<file path="src/rtl/vmrg_pkg.sv">
package vmrg_pkg;
  localparam int VEC_BITS  = 128;
  localparam int CODE_BITS = 3;
  localparam int SIZE_CNT  = 4;
  localparam int BASE_EW   = 8;
endpackage

</file>
<file path="src/rtl/vmrg_size_dec.sv">
module vmrg_size_dec #(
  parameter int CODE_W    = vmrg_pkg::CODE_BITS,
  parameter int NUM_SIZES = vmrg_pkg::SIZE_CNT
) (
  input  logic [CODE_W-1:0]    code_i,
  output logic [NUM_SIZES-1:0] sel_o,
  output logic                 legal_o
);
  always_comb begin
    sel_o = '0;
    for (int k = 0; k < NUM_SIZES; k++) begin
      if (code_i == CODE_W'(k)) sel_o[k] = 1'b1;
    end
    legal_o = |sel_o;
  end
endmodule

</file>
<file path="src/rtl/vmrg_interleave.sv">
module vmrg_interleave #(
  parameter int VEC_W = vmrg_pkg::VEC_BITS,
  parameter int EW    = 8
) (
  input  logic [VEC_W-1:0] a_i,
  input  logic [VEC_W-1:0] b_i,
  output logic [VEC_W-1:0] hi_o,
  output logic [VEC_W-1:0] lo_o
);
  localparam int N = VEC_W / EW;

  for (genvar d = 0; d < N; d++) begin : g_elem
    localparam int SRC_HI = d / 2;
    localparam int SRC_LO = (d + N) / 2;
    localparam int DTOP   = VEC_W - 1 - d * EW;
    localparam int HTOP   = VEC_W - 1 - SRC_HI * EW;
    localparam int LTOP   = VEC_W - 1 - SRC_LO * EW;
    if ((d % 2) == 0) begin : g_even
      assign hi_o[DTOP -: EW] = a_i[HTOP -: EW];
      assign lo_o[DTOP -: EW] = a_i[LTOP -: EW];
    end else begin : g_odd
      assign hi_o[DTOP -: EW] = b_i[HTOP -: EW];
      assign lo_o[DTOP -: EW] = b_i[LTOP -: EW];
    end
  end
endmodule

</file>
<file path="src/rtl/vmrg_unit.sv">
module vmrg_unit #(
  parameter int VEC_W     = vmrg_pkg::VEC_BITS,
  parameter int CODE_W    = vmrg_pkg::CODE_BITS,
  parameter int NUM_SIZES = vmrg_pkg::SIZE_CNT,
  parameter int MIN_EW    = vmrg_pkg::BASE_EW
) (
  input  logic              clk,
  input  logic              rst,
  input  logic              req_i,
  input  logic [CODE_W-1:0] size_i,
  input  logic              low_i,
  input  logic [VEC_W-1:0]  src_a_i,
  input  logic [VEC_W-1:0]  src_b_i,
  output logic [VEC_W-1:0]  res_o,
  output logic              valid_o,
  output logic              spec_err_o
);
  logic [NUM_SIZES-1:0] size_sel;
  logic                 size_ok;
  logic [VEC_W-1:0]     hi_v [NUM_SIZES];
  logic [VEC_W-1:0]     lo_v [NUM_SIZES];
  logic [VEC_W-1:0]     merged;

  vmrg_size_dec #(.CODE_W(CODE_W), .NUM_SIZES(NUM_SIZES)) u_dec (
    .code_i (size_i),
    .sel_o  (size_sel),
    .legal_o(size_ok)
  );

  for (genvar k = 0; k < NUM_SIZES; k++) begin : g_size
    localparam int EW = MIN_EW << k;
    vmrg_interleave #(.VEC_W(VEC_W), .EW(EW)) u_ilv (
      .a_i (src_a_i),
      .b_i (src_b_i),
      .hi_o(hi_v[k]),
      .lo_o(lo_v[k])
    );
  end

  always_comb begin
    merged = '0;
    for (int k = 0; k < NUM_SIZES; k++) begin
      if (size_sel[k]) merged = merged | (low_i ? lo_v[k] : hi_v[k]);
    end
  end

  always_ff @(posedge clk) begin
    if (rst) begin
      res_o      <= '0;
      valid_o    <= 1'b0;
      spec_err_o <= 1'b0;
    end else begin
      valid_o    <= req_i & size_ok;
      spec_err_o <= req_i & ~size_ok;
      if (req_i && size_ok) res_o <= merged;
    end
  end
endmodule

</file>
<file path="config.mk">
export PLATFORM = sky130hd
export DESIGN_NAME = vmrg_unit
export DESIGN_NICKNAME = d
export VERILOG_FILES = /design/src/rtl/vmrg_pkg.sv /design/src/rtl/vmrg_size_dec.sv /design/src/rtl/vmrg_interleave.sv /design/src/rtl/vmrg_unit.sv
export SDC_FILE = /design/constraint.sdc
export NUM_CORES = 1
export LEC_CHECK = 0
export BUFFER_PORTS_ARGS = -buffer_cell sky130_fd_sc_hd__buf_2
export CAP_MARGIN = 0
export CELL_PAD_IN_SITES_DETAIL_PLACEMENT = 1
export CELL_PAD_IN_SITES_GLOBAL_PLACEMENT = 2
export CORE_AREA = 5 5 124 243
export CTS_CLUSTER_DIAMETER = 120
export DETAILED_ROUTE_END_ITERATION = 8
export DIE_AREA = 0 0 129 248
export PLACE_DENSITY = 0.84
export SYNTH_ARGS = -nofsm -noshare
export SYNTH_HDL_FRONTEND = slang
export SYNTH_SLANG_ARGS = --single-unit
</file>
<file path="constraint.sdc">
create_clock -name clk -period 4.4 [get_ports clk]
set_clock_uncertainty 0.1 [all_clocks]
set_input_delay 0.88 -clock clk [delete_from_list [all_inputs] [get_ports clk]]
set_output_delay 0.88 -clock clk [all_outputs]
set_load 0.03 [all_outputs]
</file>
==> results.cfg <==
[status]
failed_checks = DRC
status = finished, violations left

[critical_path]
worstPathArrival_ps = 2980
critPathTopFamily = buffers and inverters
slowest_delay_ps = 650
slowest_stage = and3b_2
cp_num_buf_inv = 2
startpoint = size_i[1]
path_cells = buf_2 > and3b_2 > buf_4 > a22oi_1 > a311oi_1
required_ps = 4640
start_kind = primary input
end_kind = register
critPathKind = in -> reg
worstReg2RegStart = res_o[53]
cp_max_fo = 27

[power_and_ir_drop]
switching_share_pct = 32.2
p_clk_share_pct = 39.9
ir_drop_mv = 0.233
p_sw_mw = 1.19
cellLeakagePower_nw = 4.50
p_per_area_mw_per_mm2 = 362
pwr-share-seq_pct = 35.2
power.share.combinational_pct = 24.8
p_int_mw = 2.50

[finish]
syn_to_final_growth_pct = 36.8
fillCellCount = 3433
ff_latch_area_mm2 = 0.00260
drive_gt1_share_pct = 48.9
finalNonFillerCells = 1507
nNetsFinal = 1400
multiInputGateArea_mm2 = 0.00439
finalInstanceArea_mm2 = 0.0102

[synth]
syn_area_per_cell_um2 = 9.30
synthArstFlopShare_pct = 0
ys_types = 33
netlist.area_leader.share_pct = 34.9
yosys.area.top_type = dfxtp_1
ys_seq_area_share_pct = 34.9
netlist_top_cells_count = dfxtp_1, nor2_1, mux2_2
synth_nets = 1065
synth.most_common_cell = dfxtp_1
netlist_instances = 802
synth_edf_count = 0
ys.flop_type = dfxtp_1
yosys_warnings = 0
ys_ff_latch = 130
syn_area_mm2 = 0.00745
synthTopCellsByArea = dfxtp_1, mux2_2, a221oi_1, nor2_1, a211oi_1

[place]
dp_cells = 1474
place_congestion = 0.828
io_buffers = 392
dpl.hpwl_um = 27000
placed_area_mm2 = 0.00959

[sta]
period_share_pct = 62.2
fin_tns_setup_ps = 0
fin_crit_ps = 2740
maxSlewHeadroom_pct = 28.5
worst_pin_slew_ps = 1070
setup_viol = 0
finalHoldViolations = 0
drv_slew = 0
grt_setup_unrepaired = no
max_freq_ghz = 0.366

[floorplan]
initial_core_util_pct = 26.5
ioPinCount = 393
dieArea_mm2 = 0.0320
dieHeight_um = 248
floorplan.rows = 87
core_area_mm2 = 0.0281
die_width_um = 129

[route]
ant_nets = 0
wl_met1_um = 12600
route.met3.wl_um = 2070
vias_per_cell = 5.41
wl_um = 35800
vias = 8157
routed-wl-met2_um = 19500
wl_per_cell_um = 23.7
drc_errors = 3
top_layer = met5
drtPass1Iterations = 9
drt-initial-drc-count = 545

[clocking]
tritoncts = yes
clock_latency_ps = 430
cts.repair.resized = 0
clock_sinks = 130
htree_levels = 4
clkTransAtPathRegs_ps = 60
cts_hold_buffers = 0
clk_path_buf_depth = 2
postCtsSetupBuffers = 0
clockRootBuffer = clkbuf_16
numCtsBuffers = 17

[min_path]
min-delay-start = res_o[99]
min_path_type = reg -> reg

[global_route]
grt_max_degree = 122
grt_pass1_wl_um = 52300
track_usage_pct = 21.6
gr-total-overflow = 0
grt_pass1_vias = 8642
antenna_found_initial = 2

[job]
max-cap-violations = 0
[power groups by stage]
stage               sequential, mW  clock (mW)  combinational (mW)
floorplan                     1.47           0               0.411
global placement              1.32           0               0.909
detailed placement            1.33           0               0.923
CTS                           1.30        1.51               0.926
global route                  1.31        1.55               0.980
finish                        1.30        1.47               0.915
[cell families after synthesis]
| logic type | after synthesis | share of synthesized area [%] |
|---|---|---|
| DFF | 130 | 34.9 |
| buffers and inverters | 92 | 6.60 |
| and+or+nand+nor | 212 | 13.1 |
| xor gates and xnor gates | 1 | 0.218 |
| AOI/OAI and AO/OA | 231 | 23.8 |
| muxes | 136 | 21.3 |
[final cells by class]
cell class / count / share of cell area (%)
multi-input combinational: 580 / 43.1
timing repair buffer: 407 / 21.0
tap: 356 / 4.37
clock inverter: 11 / 1.23
antenna: 1 / 0.0245
clock buffer: 21 / 4.71
inverter: 1 / 0.0368
sequential: 130 / 25.5
[layout by cell type (no fill, tap or decap), types with 16 or more instances in the layout]
cell type  synthesis  routed
nor3_1            56      56
a311oi_1          16      16
a221oi_1          55      55
mux2i_1           24      24
clkbuf_16          0      17
dfxtp_1          130     130
nor2_1           124     124
a21oi_1           40      39
buf_2             42     390
nand3b_1          16      16
a211oi_1          50      50
mux2_2           104     104
a2bb2oi_1         16      16
a22oi_1           29      29
[flip-flops by register name, indices dropped and copies added, names as in the netlist]
register and flops:
res_o 128, spec_err_o 1, valid_o 1
[worst paths after layout]
path	endpoint	slack (ps)	cells past startpoint
worst max-delay path	res_o[54]	1660	5
worst min-delay path	res_o[99]	390	2
worst max register to register	res_o[53]	3490	2
worst min register to register	res_o[99]	390	2
[metal layers]
| layer | GRT usage (%) | up-vias |
|---|---|---|
| li1 | - | 3755 |
| met1 | 22.3 | 3979 |
| met2 | 40.3 | 346 |
| met3 | 4.57 | 73 |
| met4 | 10.9 | 4 |
| met5 | 0 | - |
[worst register-to-register path, delay by kind of cell (launching register included)]
kind	cells	cell delay, ps
flops	1	340
simple gates	1	50
compound gates	1	320
[stage by stage]
| stage | setup slack, ps | hold WS [ps] | power (mW) | util [%] |
|---|---|---|---|---|
| detailed placement | 1230 | 380 | 2.25 | 34.1 |
| global route | 1590 | 410 | 3.84 | 36.3 |
| floorplan | 2180 | 509 | 1.89 | - |
| finish | 1660 | 393 | 3.69 | 36.3 |
| global placement | 1310 | 378 | 2.23 | 34.1 |
| CTS | 1710 | 397 | 3.74 | 36.3 |
(Power assumes the default switching activity.)
